`config.mk`:
```
export PLATFORM = sky130hd
export DESIGN_NAME = tmr_prescale_top
export DESIGN_NICKNAME = d
export VERILOG_FILES = /design/src/rtl/pscl_pkg.sv /design/src/rtl/pscl_ctrl_reg.sv /design/src/rtl/pscl_divider.sv /design/src/rtl/pscl_edge_sync.sv /design/src/rtl/tmr_prescale_top.sv
export SDC_FILE = /design/constraint.sdc
export NUM_CORES = 1
export LEC_CHECK = 0
export ABC_AREA = 0
export BUFFER_PORTS_ARGS = -buffer_cell sky130_fd_sc_hd__buf_2
export CAP_MARGIN = 10
export CORE_MARGIN = 4
export CORE_UTILIZATION = 50
export DETAILED_ROUTE_END_ITERATION = 8
export GPL_TIMING_DRIVEN = 0
export PLACE_DENSITY_LB_ADDON = 0.15
export SLEW_MARGIN = 20
export SYNTH_ARGS = -nofsm -noshare
export SYNTH_HDL_FRONTEND = slang
export SYNTH_SLANG_ARGS = --single-unit
```
`constraint.sdc`:
```
create_clock -name clk -period 3.9 [get_ports clk]
set_input_delay 0 -clock clk [delete_from_list [all_inputs] [get_ports clk]]
set_output_delay 0 -clock clk [all_outputs]
set_load 0.05 [all_outputs]
```
`src/rtl/pscl_pkg.sv`:
```
// Shared types and constants for the timer prescaler.
// Assumes the divider is at least as wide as the largest tap.
package pscl_pkg;

    typedef enum logic [2:0] {
        SEL_OFF      = 3'b000,
        SEL_DIV1     = 3'b001,
        SEL_DIV8     = 3'b010,
        SEL_DIV64    = 3'b011,
        SEL_DIV256   = 3'b100,
        SEL_DIV1024  = 3'b101,
        SEL_EXT_FALL = 3'b110,
        SEL_EXT_RISE = 3'b111
    } clk_sel_e;

    localparam int CTRL_W   = 8;
    localparam int FRZ_BIT  = 7;
    localparam int CLR_BIT  = 0;
    localparam int NUM_TAPS = 4;

    // Log2 of each tap period, smallest first.
    function automatic int tap_log(input int idx, input int cnt_w);
        case (idx)
            0:       tap_log = 3;
            1:       tap_log = 6;
            2:       tap_log = 8;
            default: tap_log = cnt_w;
        endcase
    endfunction

endpackage

```
`src/rtl/pscl_ctrl_reg.sv`:
```
// Control register: freeze bit and divider-clear bit.
// The clear bit self-clears one cycle after it is set unless freeze is set.
// Assumes writes are single-cycle strobes in the clk domain.
module pscl_ctrl_reg
    import pscl_pkg::*;
#(
    parameter int REG_W = CTRL_W,
    parameter int FRZ   = FRZ_BIT,
    parameter int CLR   = CLR_BIT
) (
    input  logic             clk,
    input  logic             rst_n,
    input  logic             wr,
    input  logic [REG_W-1:0] wdata,
    output logic [REG_W-1:0] rdata,
    output logic             clr_hold
);

    localparam logic [REG_W-1:0] WR_MASK = (REG_W'(1) << FRZ) | (REG_W'(1) << CLR);

    logic [REG_W-1:0] reg_q;

    // Store the writable bits; release the clear bit when freeze is off.
    always_ff @(posedge clk) begin
        if (!rst_n) begin
            reg_q <= '0;
        end else if (wr) begin
            reg_q <= wdata & WR_MASK;
        end else if (!reg_q[FRZ]) begin
            reg_q[CLR] <= 1'b0;
        end
    end

    // Expose the stored state for reads and to the divider.
    always_comb begin
        rdata    = reg_q;
        clr_hold = reg_q[CLR];
    end

endmodule

```
`src/rtl/pscl_divider.sv`:
```
// Free-running binary divider with one pulse output per tap.
// A tap fires in the cycle its low bits are all ones, so the pulse comes
// one full period after a clear. Assumes tap_log() never exceeds CNT_W.
module pscl_divider
    import pscl_pkg::*;
#(
    parameter int CNT_W = 10,
    parameter int NTAP  = NUM_TAPS
) (
    input  logic            clk,
    input  logic            rst_n,
    input  logic            clear,
    output logic [NTAP-1:0] tap
);

    logic [CNT_W-1:0] cnt_q;

    // Count every cycle; zero while the clear request is present.
    always_ff @(posedge clk) begin
        if (!rst_n || clear) begin
            cnt_q <= '0;
        end else begin
            cnt_q <= cnt_q + CNT_W'(1);
        end
    end

    for (genvar g = 0; g < NTAP; g++) begin : g_tap
        localparam int LOGN = tap_log(g, CNT_W);
        // Tap pulse when the low LOGN bits are about to wrap.
        always_comb tap[g] = &cnt_q[LOGN-1:0];
    end

endmodule

```
`src/rtl/pscl_edge_sync.sv`:
```
// Synchronizer chain plus one edge-detect register for an async pin.
// An input change shows as a one-cycle rise/fall after STAGES clock edges.
// Assumes the pin stays stable for at least two clk cycles per level.
module pscl_edge_sync #(
    parameter int STAGES = 2
) (
    input  logic clk,
    input  logic rst_n,
    input  logic pin,
    output logic rise,
    output logic fall
);

    localparam int DEPTH = STAGES + 1;

    logic [DEPTH-1:0] chain_q;

    // Shift the pin through the synchronizer and the history register.
    always_ff @(posedge clk) begin
        if (!rst_n) begin
            chain_q <= '0;
        end else begin
            chain_q <= {chain_q[DEPTH-2:0], pin};
        end
    end

    // Compare the newest synchronized sample with the previous one.
    always_comb begin
        rise = chain_q[STAGES-1] & ~chain_q[STAGES];
        fall = ~chain_q[STAGES-1] & chain_q[STAGES];
    end

endmodule

```
`src/rtl/tmr_prescale_top.sv`:
```
// Timer count-enable generator: selects the divider tap, the undivided clock
// or a synchronized external edge, and gates everything off while the clear
// bit of the control register is set. Assumes a single clock domain apart
// from ext_clk_in.
module tmr_prescale_top
    import pscl_pkg::*;
#(
    parameter int CNT_W     = 10,
    parameter int SYNC_DEPTH = 2
) (
    input  logic              clk,
    input  logic              rst_n,
    input  logic              ext_clk_in,
    input  logic [2:0]        clk_sel,
    input  logic              ctrl_wr,
    input  logic [CTRL_W-1:0] ctrl_wdata,
    output logic [CTRL_W-1:0] ctrl_rdata,
    output logic              cnt_en
);

    logic                clr_hold;
    logic [NUM_TAPS-1:0] tap;
    logic                ext_rise;
    logic                ext_fall;
    logic                en_raw;

    pscl_ctrl_reg u_ctrl (
        .clk      (clk),
        .rst_n    (rst_n),
        .wr       (ctrl_wr),
        .wdata    (ctrl_wdata),
        .rdata    (ctrl_rdata),
        .clr_hold (clr_hold)
    );

    pscl_divider #(.CNT_W(CNT_W), .NTAP(NUM_TAPS)) u_div (
        .clk   (clk),
        .rst_n (rst_n),
        .clear (clr_hold),
        .tap   (tap)
    );

    pscl_edge_sync #(.STAGES(SYNC_DEPTH)) u_sync (
        .clk   (clk),
        .rst_n (rst_n),
        .pin   (ext_clk_in),
        .rise  (ext_rise),
        .fall  (ext_fall)
    );

    // Pick the enable source named by clk_sel.
    always_comb begin
        case (clk_sel_e'(clk_sel))
            SEL_OFF:      en_raw = 1'b0;
            SEL_DIV1:     en_raw = 1'b1;
            SEL_DIV8:     en_raw = tap[0];
            SEL_DIV64:    en_raw = tap[1];
            SEL_DIV256:   en_raw = tap[2];
            SEL_DIV1024:  en_raw = tap[3];
            SEL_EXT_FALL: en_raw = ext_fall;
            default:      en_raw = ext_rise;
        endcase
    end

    // Suppress every source while the clear bit is set.
    always_comb cnt_en = en_raw & ~clr_hold;

endmodule

```
== Yosys cells after proc, flatten, opt, wreduce, memory -nomap -nowiden ==
Index checks and enable logic that the tools add are counted.
Widths: inputs -> output; s select.

* Register bits after elaboration: 15
* Bits of input ports: 15
* Output and inout bits: 9
* Logic and storage cells: 28

* Add/sub/neg operators: 1
* Equality and inequality tests: 7
* Multiplexer cells: 3
* Bitwise logic cells: 6
* Reductions and logical operators: 7

{| class="wikitable"
|+ Operator list
! cell !! number
|-
| $add 10x1->10 const B || 1
|-
| $reduce_and 10->1 || 1
|-
| $eq 3x3->1 const B || 3
|-
| $reduce_and 8->1 || 1
|-
| $pmux 1 s7 || 1
|-
| $eq 3x2->1 const B || 2
|-
| $reduce_and 6->1 || 1
|-
| $and 1x1->1 || 3
|-
| $eq 3x1->1 const B || 1
|-
| $logic_not 3->1 || 1
|-
| $not 1->1 || 3
|-
| $reduce_and 3->1 || 1
|-
| $mux 1 || 2
|-
| $ne 2x2->1 const B || 1
|-
| $logic_not 1->1 || 1
|-
| $logic_or 1x1->1 || 1
|}

== Logic depth before layout (Yosys ltp) ==
Gate-level depths: netlist (run 1).

* Word-level depth: 4
* Gate-level depth with buffers: 5
* Depth with buffers taken out: 5

== Hierarchy ==
A second synthesis (run 1) with hierarchy kept.

* Cells, all modules: 82
* Area, all modules: 729.4 um^2

{| class="wikitable"
|+ Modules (own cells, without submodules)
! module !! instances !! cells an instance !! area an instance (um^2) !! sequential area each (um^2)
|-
| pscl_divider || 1 || 51 || 449.2 || 200.2
|-
| pscl_ctrl_reg || 1 || 16 || 127.6 || 40.0
|-
| pscl_edge_sync || 1 || 8 || 91.3 || 60.1
|-
| tmr_prescale_top || 1 || 7 || 61.3 || 0.0
|}

== Least setup slack after synthesis (run 1) ==
No wires, ideal clock.

* Path kind: reg2out
* From: register u_div.cnt_q[0]
* To: output port cnt_en
* Arrival time: 2.159 ns
* Required time: 3.900 ns
* Slack: 1.741 ns
* Cell stages (with the launch flop): 6
* Path buffers: 0
* Cells stage by stage: dfxtp_1 > ha_1 > and4_1 > and4_2 > a221oi_2 > a2111oi_2

* Longest elaborated chain between the ends: 3
* Elaborated cells on any way between the ends: 6
* Classes of those cells: 1 x mux; 1 x bitwise; 4 x reduce/logical

{| class="wikitable"
|+ Ends and longest elaborated chain
! item !! RTL line !! source
|-
| start, declared || pscl_divider.sv:16 || <nowiki>logic [CNT_W-1:0] cnt_q;</nowiki>
|-
| start signal, assigned || pscl_divider.sv:23 || <nowiki>cnt_q <= cnt_q + CNT_W'(1);</nowiki>
|-
| $reduce_and 10->1 (tied with other cells) || pscl_divider.sv:30 || <nowiki>always_comb tap[g] = &cnt_q[LOGN-1:0];</nowiki>
|-
| $pmux 1 s7 * || tmr_prescale_top.sv:53 || <nowiki>case (clk_sel_e'(clk_sel))</nowiki>
|-
| $and 1x1->1 * || tmr_prescale_top.sv:66 || <nowiki>always_comb cnt_en = en_raw & ~clr_hold;</nowiki>
|-
| end, declared || tmr_prescale_top.sv:18 || <nowiki>output logic cnt_en</nowiki>
|}

Mark *: on every way between the ends. The rest lies on a longest branch, timed or not.

== Final worst setup path (run 1) ==
Same ends and word-level chain as after synthesis.

==> Flow_metrics.wiki, run 1 <==
{| class="wikitable"
! Metric !! Value
|-
| Status || completed
|-
| Sum of internal, switching and leakage power || 0.301 mW
|-
| Synthesized area || 688 um^2
|-
| Starting density of the core || between 50% and 60%
|-
| Cells traversed along the worst timing path || ha_1 -> and4_1 -> nand2_1 -> a31o_1 -> a2111oi_2 -> buf_2
|-
| Arr. time, crit path || around 2.1 ns
|-
| Achievable Freq || 0.486 GHz
|-
| Max-slew violation count || 0
|-
| Final weighted congestion of routability-driven global placement || 0.687
|-
| Max Root-Sink Buffers || 2
|-
| Power density over the cells || between 300 and 400 nW/um^2
|-
| Worst Reg2Reg Path Length in Cells || 5
|-
| Peak supply drop || about 0.17 mV
|-
| Most common flop cell mapped by yosys || dfxtp_1
|-
| Global Route Usage Sum || between 10% and 20%
|-
| Ratio of cells with drive above 1 in the final layout || about a quarter
|-
| Number of enable flip-flop cells after synthesis || 0
|-
| CTS hold repair buffers || 6
|-
| Total inserted antenna cells || 0
|-
| Post-CTS setup buffer count || 0
|-
| Number of levels in the clock H-tree || 1
|-
| Maximum fanout along the worst path || 4
|-
| Vias in the first global route || 517
|-
| Element type at the critical path start || flop
|-
| Clock Skews || 0.00317 ns
|-
| Path category of the worst min-delay check || input pin to flop
|-
| Initial DRC count || 4
|-
| Clock tree root driver cell || clkbuf_4
|-
| Synth-to-layout area growth || 26.0%
|-
| Number of gates resized after cts || 0
|-
| Family of cells with the greatest summed delay on the critical path || compound AO/OA/AOI/OAI gates
|-
| Setup slack on the worst flop-to-flop path || 2.53 ns
|-
| Global-route wire length before repair || around 2200 um
|-
| Number of max-cap violations || 0
|-
| Unrepaired setup endpoints after global routing || false
|-
| Type of destination of the critical path || primary output
|-
| Die outline area || slightly above 2000 um^2
|-
| Pin count of the biggest net entering global routing || 11
|-
| Post-detail-place hpwl || ~900 um
|-
| Std-Cell Core Area || ~1300 um^2
|-
| Synth unique cells || 26
|-
| Port Buf Inserts || 11
|-
| Initial antenna violation count || 0
|-
| Final-layout setup total negative slack || 0 ns
|-
| Leakage || approximately 0.38 nW
|-
| Number of buffers created by CTS || 3
|-
| Final Util || 66.6%
|-
| Worst Hold Endpoint || u_ctrl.rdata[0]
|-
| Die width || between 40 and 50 um
|-
| Global route overflow || 0
|-
| Shortest period the worst path allows || around 2.1 ns
|-
| Data required time of the critical path || 3.90 ns
|-
| Final ANT Viol Nets || 0
|-
| Register area share after synthesis || 43.6%
|-
| Register bit count reported by yosys || 15
|-
| Routed wire length || approximately 1200 um
|-
| FP Rows || 13
|-
| First-pass DRT Iterations || 2
|-
| Slowest Stage Delay on Critical Path || around 0.38 ns
|-
| Hold Fails Final Rpt || 0
|-
| Top-Level Pins || 24
|-
| Average cell area after synthesis || about 9.1 um^2
|-
| Reg-to-reg startpoint || u_div.cnt_q[0]
|-
| Clk_lat worst skew || 0.28 ns
|-
| Via-to-Cell Ratio || ~4.6
|-
| Post-DR wirelength/cell || between 10 and 15 um
|-
| Critical-path cell with the highest stage delay || dfxtp_1
|-
| TritonCTS Sinks || 15
|-
| Number of synthesis warnings || 0
|-
| Hold Startpoint || ctrl_wr
|-
| Worst Hold Depth || 3
|-
| Bufs and invs on worst path || 1
|-
| Nets || 120
|-
| Synthesized instance count || 76
|-
| Clock tree from TritonCTS || built
|-
| Clock transition time at the flip-flop clock pins of the worst setup and hold paths || 0.08 ns
|-
| Capturing point of the worst reg2reg path || u_div.cnt_q[8]
|-
| Number of failing setup endpoints in the final timing report || 0
|-
| Period utilization || 52.8%
|-
| Total number of vias || around 540
|-
| Share of synthesized flip-flops with an asynchronous set or reset || 0%
|-
| # DRC || 0
|-
| Critical path class || flop to primary output
|-
| Floorplan die height || about 45 um
|}
## Yosys cell counts, drive strengths merged, types with 3 or more instances
master,number,area share (%)
nand3,3,2.2
nor2,9,4.9
o21ai,3,2.2
buf,7,7.6
and2,3,2.7
inv,4,2.2
dfxtp,15,44
xor2,3,3.8
nor2b,3,2.7
xnor2,3,3.8
nand2,4,2.2
## per-stage QoR
| stage | worst slack (ns) | instances | hold WS [ns] | instance area [um^2] |
|---|---|---|---|---|
| after floorplan | 1.74 | 81 | 0.122 | 707 |
| after global placement | 2.15 | 107 | 0.209 | 781 |
| after detailed placement | 2.12 | 107 | 0.215 | 781 |
| after CTS | 1.81 | 117 | 0.0194 | 867 |
| after global routing | 1.60 | 117 | 0.0426 | 867 |
| final | 1.84 | 117 | 0.0280 | 867 |
## kinds of logic (layout without fill, tap and decap cells)
kind of cell	after synthesis	count (layout)	share of synthesized area (%)
other cells	1	6	0.545
buf+inv	12	33	10.4
compound gates	11	11	12.5
simple gates	29	29	21.6
flops	15	15	43.6
fa+ha+maj	2	2	3.64
xor+xnor	6	6	7.64
## power breakdown
part           internal, mW  total (mW)  switching [mW]
sequential            0.158       0.161         0.00337
clock                0.0397      0.0858          0.0461
combinational        0.0202      0.0538          0.0336
## cells in the final DEF (no fill, tap or decap)
master,netlist,routed
nand2_1,4,4
nor2_1,9,9
a221oi_2,1,1
ha_1,2,2
and2_1,3,3
a2111oi_2,1,1
conb_1,1,6
nor3_1,2,2
dfxtp_1,15,15
inv_1,4,4
nor2b_1,3,3
a21oi_1,2,2
clkbuf_4,0,3
xor2_1,3,3
and4_2,1,1
buf_2,0,11
o21ai_0,3,3
buf_4,7,7
dlygate4sd3_1,0,6
nand2b_1,1,1
clkbuf_1,1,2
xnor2_1,3,3
and4_1,1,1
a31o_1,1,1
nand4_1,1,1
or3_1,1,1
nand3_1,3,3
a211oi_1,2,2
a22oi_1,1,1
## worst max-delay path by stage
stage | start | end | slack (ns) | cells past startpoint
2_1_floorplan | u_div.cnt_q[0] | cnt_en | 1.74 | 5
3_3_place_gp | u_div.cnt_q[0] | cnt_en | 2.15 | 6
3_5_place_dp | u_div.cnt_q[0] | cnt_en | 2.12 | 6
4_1_cts | u_div.cnt_q[0] | cnt_en | 1.81 | 6
5_1_grt | u_div.cnt_q[0] | cnt_en | 1.60 | 6
6_report | u_div.cnt_q[0] | cnt_en | 1.84 | 6
## final cells by class
class	instances	area, um^2
Sequential cell	15	300
Clock buffer	4	26.3
Inverter	4	15.0
Buffer	8	56.3
Timing Repair Buffer	17	115
Fill cell	113	434
Tap cell	15	18.8
Multi-Input combinational cell	54	335
## flip-flops by register name, indices dropped and copies added (netlist names)
name            cells
u_ctrl.rdata        2
u_div.cnt_q        10
u_sync.chain_q      3
## routing by layer
layer | track usage, % | vias up | routed length (um)
li1 | - | 297 | -
met1 | 18.9 | 228 | 554
met2 | 23.2 | 13 | 548
met3 | 6.37 | 4 | 91
met4 | 8.77 | 0 | 19
met5 | 0 | - | 0
## worst min-delay path, cell delays in order
cell and delay, ns:
buf_2 0.10, a22oi_1 0.08, nor2b_1 0.10
No activity file was read; power rests on OpenSTA's default activity.
==> run 2: changes to the inputs <==
- ABC_AREA: 0 -> 1
- CORE_UTILIZATION: 50 -> 48
- clock period: 3.9 -> 2 ns (I/O delays scaled with it)
==> Flow_metrics.wiki, run 2 <==
{| class="wikitable"
! Metric !! Value
|-
| Global route overflow || 0 (unchanged)
|-
| Die width || 48.2 um (+7.0%)
|-
| Number of failing setup endpoints in the final timing report || 0 (unchanged)
|-
| Synth unique cells || 17 (-35%)
|-
| Final Util || 62.8% (-3.8 points)
|-
| Pin count of the biggest net entering global routing || 9 (-2)
|-
| Share of the synthesized netlist area taken by xor and xnor gates || 0% (-7.6 points)
|-
| Number of levels in the clock H-tree || 1 (unchanged)
|-
| Unrepaired setup endpoints after global routing || false
|-
| Top-Level Pins || 24 (unchanged)
|-
| Cell type with the largest total area after synthesis || dfxtp_1
|-
| TritonCTS Sinks || 15 (unchanged)
|-
| Final-layout setup total negative slack || 0 ns (unchanged)
|-
| Leakage || 0.507 nW (+35%)
|-
| Via-to-Cell Ratio || 4.50 (-2.8%)
|-
| Simple-gate area share of the yosys netlist || 32.2% (+11 points)
|-
| FP Rows || 14 (+1)
|-
| Critical-path cell with the highest stage delay || dfxtp_1
|-
| Post-CTS setup buffer count || 0 (unchanged)
|-
| Post-DR wirelength/cell || 9.48 um (-8.6%)
|-
| Vias in the first global route || 606 (+17%)
|-
| Initial DRC count || 12 (+8)
|-
| Setup slack on the worst flop-to-flop path || 0.79 ns (-1.74 ns)
|-
| Peak supply drop || 0.400 mV (+130%)
|-
| Clk_lat worst skew || 0.27 ns (about the same)
|-
| Flip-flop count of the largest register, all copies and words added || 10 (unchanged)
|-
| Clock tree root driver cell || clkbuf_4
|-
| Slowest Stage Delay on Critical Path || 0.38 ns (about the same)
|-
| Sequential cell area in the final layout || 300 um^2 (unchanged)
|-
| Fraction of synthesized cell area taken by the top area cell type || 38.6% (-5.0 points)
|-
| Routed wire length || 1510 um (+24%)
|-
| Register bit count reported by yosys || 15 (unchanged)
|-
| Power density over the cells || 620 nW/um^2 (+79%)
|-
| Ratio of cells with drive above 1 in the final layout || 19.6% (-3.9 points)
|-
| Setup slack after placement || 0.662 ns (-1.46 ns)
|-
| Element type at the critical path start || flop
|-
| Setup slack after layout || 0.354 ns (-1.49 ns)
|-
| Most common flop cell mapped by yosys || dfxtp_1
|-
| First-pass DRT Iterations || 4 (+2)
|-
| Number of enable flip-flop cells after synthesis || 0 (unchanged)
|-
| Number of max-cap violations || 0 (unchanged)
|-
| Die outline area || 2330 um^2 (+14%)
|-
| Port Buf Inserts || 11 (unchanged)
|-
| Synth-to-layout area growth || 23.2%
|-
| Most common cell in the netlist || nand2_1
|-
| Arr. time, crit path || 1.65 ns (-0.41 ns)
|-
| # DRC || 0 (unchanged)
|-
| Std-Cell Core Area || 1520 um^2 (+17%)
|-
| Final weighted congestion of routability-driven global placement || 0.784 (+14%)
|-
| Clock Skews || 0.00494 ns (+0.00177 ns)
|-
| Status || completed
|-
| Bufs and invs on worst path || 2 (+1)
|-
| Share of the synthesized area in compound gates (AO/OA/AOI/OAI) || 7.57% (-5.0 points)
|-
| Commonest non-fill, non-tap cells in the layout || nand2_1, inv_1, nor2_1, dfxtp_1, buf_2
|-
| Hold Fails Final Rpt || 0 (unchanged)
|-
| Sum of internal, switching and leakage power || 0.593 mW (+97%)
|-
| Critical Path Most Common Cell || nor2_1
|-
| Nets || 161 (+34%)
|-
| Total inserted antenna cells || 0 (unchanged)
|-
| Register area share after synthesis || 38.6% (-5.0 points)
|-
| Max Root-Sink Buffers || 2 (unchanged)
|-
| Share of synthesized flip-flops with an asynchronous set or reset || 0% (unchanged)
|-
| Reg with most FFs || u_div.cnt_q
|-
| Final ANT Viol Nets || 0 (unchanged)
|-
| Synthesized-area fraction occupied by adder cells || 3.22% (-0.42 points)
|-
| Cells traversed along the worst timing path || ha_1 -> nand3_1 -> inv_2 -> nand2_1 -> nor2_1 -> nor2_1 -> nor2_1 -> buf_2
|-
| Number of buffers created by CTS || 3 (unchanged)
|-
| Number of synthesis warnings || 0 (unchanged)
|-
| Fill count || 153 (+35%)
|-
| Critical path class || flop to primary output
|-
| Synthesized area || 777 um^2 (+13%)
|-
| Cells taking the most area after synthesis || dfxtp_1, nand2_1, inv_1
|-
| Area of the multi-input gates || 357 um^2 (+6.3%)
|-
| Average cell area after synthesis || 6.64 um^2 (-27%)
|-
| Data required time of the critical path || 2.00 ns (-1.90 ns)
|-
| Initial antenna violation count || 0 (unchanged)
|-
| Clock transition time at the flip-flop clock pins of the worst setup and hold paths || 0.09 ns (about the same)
|-
| Total number of vias || 716 (+32%)
|-
| Global-route wire length before repair || 2450 um (+10%)
|-
| Post-layout instance area || 957 um^2 (+10%)
|-
| Main combinational cell family by area after synthesis || simple AND/OR/NAND/NOR gates
|-
| Instance area after placement || 871 um^2 (+12%)
|-
| Commonest cells in the synthesized netlist || nand2_1, inv_1, dfxtp_1, nor2_1, buf_4
|-
| Most common cell after layout, fill and taps aside || nand2_1
|-
| Max-slew violation count || 0 (unchanged)
|-
| Type of destination of the critical path || primary output
|-
| Clock tree from TritonCTS || built
|-
| Starting density of the core || 51.0% (-1.9 points)
|-
| Synthesized instance count || 117 (+54%)
|-
| Shortest period the worst path allows || approximately 1.6 ns
|-
| Floorplan die height || 48.2 um (+7.0%)
|-
| Period utilization || between 80% and 90%
|-
| Maximum fanout along the worst path || 5 (+1)
|-
| Global Route Usage Sum || 15.1% (-0.46 points)
|-
| Achievable Freq || roughly 0.61 GHz
|-
| Path category of the worst min-delay check || input pin to flop
|-
| Number of gates resized after cts || 0 (unchanged)
|-
| Post-detail-place hpwl || 1100 um (+24%)
|-
| Family of cells with the greatest summed delay on the critical path || simple AND/OR/NAND/NOR gates
|-
| Fraction of synthesized area in multiplexers || 0% (unchanged)
|}
run 2: changes by cell type after synthesis, moves of 4 or more:
cell     before  now
a21oi_1       2    6
inv_1         4   20
nand2_1       4   31
nor2_1        9   15
run 2: power breakdown:
| part | switching, mW | internal (mW) |
|---|---|---|
| Clock | 0.0921 | 0.0772 |
| Combinational | 0.0699 | 0.0387 |
| Sequential | 0.00742 | 0.308 |
run 2: final cells by class:
| cell class | instances | area share, % |
|---|---|---|
| clock buffer | 4 | 2.75 |
| tap | 16 | 2.09 |
| buffer | 7 | 5.49 |
| sequential | 15 | 31.4 |
| timing repair buffer | 17 | 12.0 |
| multi-input combinational | 77 | 37.3 |
| inverter | 23 | 9.02 |
run 2: path summary, 6_finish.rpt:
check / startpoint / endpoint / depth (start not counted)
setup reg to reg: u_div.cnt_q[0] / u_div.cnt_q[6] / 6
hold reg to reg: u_sync.chain_q[0] / u_sync.chain_q[1] / 2
hold / removal: ctrl_wr / u_ctrl.rdata[7] / 3
setup / recovery: u_div.cnt_q[0] / cnt_en / 8
run 2: worst register-to-register path, stage by stage (launching register included):
cell and delay, ns:
dfxtp_1 0.38, ha_1 0.19, nand3_1 0.13, inv_2 0.11, nand2_1 0.06, o21ai_0 0.17
nor2_1 0.06
run 2: cell families after synthesis:
family,count (synthesis)
and+or+nand+nor,58
AOI/OAI and AO/OA,11
DFF,15
buffers and inverters,30
adders and majority gates,2
other,1
run 2: per-layer routing:
metal  global-route usage [%]  routed length [um]  up-vias  share of wire (%)
met5                        0                   0        -                  0
met3                     3.32                  93        2                6.2
met2                     25.8                 682       18                 45
li1                         -                   -      394                  -
met4                     4.84                  10        0               0.66
met1                     18.8                 721      302                 48
run 2: stage by stage:
stage / hold slack (ns) / cells
global route: 0.0123 / 159
CTS: 0.00900 / 159
detailed placement: 0.192 / 149
floorplan: 0.0935 / 122
finish: 0.0119 / 159
global placement: 0.180 / 149
run 2: repair_timing:
action / in CTS / in global routing
setup endpoints to repair: 0 / 0
hold buffers: 6 / 0
endpoints found under the hold margin: 5 / 0
==> run 3: changes to the inputs <==
- ABC_AREA: 1 -> 0
- CORE_UTILIZATION: 48 -> 42
- clock period: 2 -> 1.5 ns (I/O delays scaled with it)
==> Flow_metrics.wiki, run 3 (synthesis gave the netlist of run 1 again) <==
{| class="wikitable"
! Metric !! Value
|-
| Floorplan die height || 48.5 um (+0.51%)
|-
| Internal power consumption || 0.577 mW (+36%)
|-
| Fraction of power consumed by the clock network || 28.0% (-0.5 points)
|-
| Most common cell after layout, fill and taps aside || dfxtp_1
|-
| Clock transition time at the flip-flop clock pins of the worst setup and hold paths || 0.09 ns (about the same)
|-
| Net Switching || 0.232 mW (+37%)
|-
| First-pass DRT Iterations || 4 (unchanged)
|-
| Final Util || 62.5% (-0.33 points)
|-
| Number of failing setup endpoints in the final timing report || 1 (+1)
|-
| # DRC || 0 (unchanged)
|-
| Max Root-Sink Buffers || 2 (unchanged)
|-
| Post-layout instance area || 952 um^2 (-0.52%)
|-
| Final weighted congestion of routability-driven global placement || 0.741 (-5.5%)
|-
| Clock tree root driver cell || clkbuf_4
|-
| Worst Hold Endpoint || u_ctrl.rdata[0]
|-
| Pin count of the biggest net entering global routing || 11 (+2)
|-
| Ratio of cells with drive above 1 in the final layout || 32.7% (+13 points)
|-
| Met2 usage in global routing || 21.3% (-4.5 points)
|-
| Sum of internal, switching and leakage power || 0.810 mW (+36%)
|-
| Met3 GRT Util || 7.06% (+3.7 points)
|-
| TritonCTS Sinks || 15 (unchanged)
|-
| Total inserted antenna cells || 0 (unchanged)
|-
| Portion of total power attributed to combinational logic || 19.9% (+1.6 points)
|-
| Final Non-Filler Cells || 123 (-23%)
|-
| Critical-path cell with the highest stage delay || dfxtp_2
|-
| Vias in the first global route || 605 (-0.17%)
|-
| Instance area after placement || 811 um^2 (-6.9%)
|-
| Setup slack after layout || -0.259 ns (-0.614 ns)
|-
| GR Util met1 || 13.7% (-5.1 points)
|-
| Setup slack on the worst flop-to-flop path || 0.16 ns (-0.63 ns)
|-
| Post-DR wirelength/cell || 10.9 um (+15%)
|-
| Number of levels in the clock H-tree || 1 (unchanged)
|-
| Type of destination of the critical path || primary output
|-
| Die width || 48.5 um (+0.51%)
|-
| Worst hold slack across all endpoints || 0.0443 ns (+0.0324 ns)
|-
| DP Cell Count || 108 (-28%)
|-
| Reg with most FFs || u_div.cnt_q
|-
| Peak supply drop || 0.515 mV (+29%)
|-
| Leakage || 0.425 nW (-16%)
|-
| Arr. time, crit path || 1.76 ns (+0.11 ns)
|-
| Bufs and invs on worst path || 1 (-1)
|-
| Unrepaired setup endpoints after global routing || true
|-
| Path category of the worst min-delay check || input pin to flop
|-
| Synth-to-layout area growth || 38.4%
|-
| Hold Startpoint || ctrl_wr
|-
| Clk_lat worst skew || 0.28 ns (about the same)
|-
| Commonest non-fill, non-tap cells in the layout || dfxtp_1, buf_4, buf_2, nor2_1
|-
| Via-to-Cell Ratio || 4.67 (+3.8%)
|-
| Slowest Stage Delay on Critical Path || 0.37 ns (about the same)
|-
| Setup slack after placement || -0.113 ns (-0.775 ns)
|-
| Global Route Usage Sum || 13.2% (-1.9 points)
|-
| GR peak layer || met2
|-
| Capturing point of the worst reg2reg path || u_div.cnt_q[8]
|-
| Hold Fails Final Rpt || 0 (unchanged)
|-
| Achievable Freq || between 0.5 and 0.6 GHz
|-
| Failing checks || setup timing
|-
| Switching share of power || 28.7% (+0.13 points)
|-
| Status || finished, violations left
|-
| Number of buffers created by CTS || 3 (unchanged)
|-
| Shortest period the worst path allows || around 1.8 ns
|-
| FP Rows || 14 (unchanged)
|-
| Data required time of the critical path || 1.50 ns (-0.50 ns)
|-
| Critical path class || flop to primary output
|-
| Number of max-cap violations || 0 (unchanged)
|-
| Port Buf Inserts || 11 (unchanged)
|-
| Post-detail-place hpwl || 899 um (-18%)
|-
| Maximum fanout along the worst path || 2 (-3)
|-
| Max-slew violation count || 0 (unchanged)
|-
| Family of cells with the greatest summed delay on the critical path || compound AO/OA/AOI/OAI gates
|-
| Global-route wire length before repair || 2480 um (+1.1%)
|-
| Std-Cell Core Area || 1520 um^2 (unchanged)
|-
| Initial antenna violation count || 0 (unchanged)
|-
| Final-layout setup total negative slack || -0.259 ns (-0.259 ns)
|-
| Element type at the critical path start || flop
|-
| Clock tree from TritonCTS || built
|-
| Period utilization || 117%
|-
| Initial DRC count || 4 (-8)
|-
| Top-Level Pins || 24 (unchanged)
|-
| Clock Skews || 0.00707 ns (+0.00213 ns)
|-
| Global route overflow || 0 (unchanged)
|-
| Die outline area || 2350 um^2 (+1.0%)
|-
| Worst Hold Depth || 3 (unchanged)
|-
| Nets || 125 (-22%)
|-
| Final ANT Viol Nets || 0 (unchanged)
|-
| Power density over the cells || 850 nW/um^2 (+37%)
|-
| Cells traversed along the worst timing path || ha_4 -> and4_4 -> nand2_4 -> a31o_1 -> a2111oi_4 -> buf_6
|-
| Worst Reg2Reg Path Length in Cells || 6 (unchanged)
|-
| Routed wire length || 1340 um (-11%)
|-
| Fraction of power consumed by sequential logic || 52.1% (-1.0 points)
|-
| Starting density of the core || 45.2% (-5.8 points)
|-
| Total number of vias || 575 (-20%)
|-
| Flip-flop count of the largest register, all copies and words added || 10 (unchanged)
|-
| Reg-to-reg startpoint || u_div.cnt_q[1]
|}
## run 3: what timing repair did
action	in CTS	in global routing
endpoints found under the setup margin	1	1
pin swaps	3	0
gates resized for setup	5	0
endpoints found under the hold margin	5	0
hold buffers	6	0
setup buffers	5	0
## run 3: worst min-delay path, stage by stage
cell	delay (ns)
buf_2	0.09
a22oi_1	0.08
nor2b_1	0.11
## run 3: per-layer routing
metal	wire (um)	vias up
li1	-	306
met1	566	251
met2	675	16
met3	88	2
met4	10	0
met5	0	-
## run 3: layout make-up
class	instances	area, um^2
clock buffers	3	22.5
inverters	4	15.0
clock inverters	1	5.00
repair buffers	22	159
multi-input cells	54	372
plain buffers	8	56.3
fillers	132	572
flip-flops and latches	15	303
well taps	16	20.0
## run 3: worst max path at each step
stage | startpoint | end | slack, ns | depth (start not counted)
5_1_grt | u_div.cnt_q[1] | cnt_en | -0.36 | 6
4_1_cts | u_div.cnt_q[0] | cnt_en | -0.27 | 6
6_report | u_div.cnt_q[1] | cnt_en | -0.26 | 6
3_3_place_gp | u_div.cnt_q[0] | cnt_en | -0.10 | 6
3_5_place_dp | u_div.cnt_q[0] | cnt_en | -0.11 | 6
2_1_floorplan | u_div.cnt_q[1] | cnt_en | -0.17 | 5
## run 3: power by group through the flow
| stage | Combinational, mW | Sequential [mW] | Clock (mW) |
|---|---|---|---|
| finish | 0.161 | 0.422 | 0.227 |
| global route | 0.176 | 0.424 | 0.262 |
| CTS | 0.159 | 0.421 | 0.238 |
| detailed placement | 0.133 | 0.432 | 0 |
| global placement | 0.132 | 0.432 | 0 |
| floorplan | 0.102 | 0.436 | 0 |
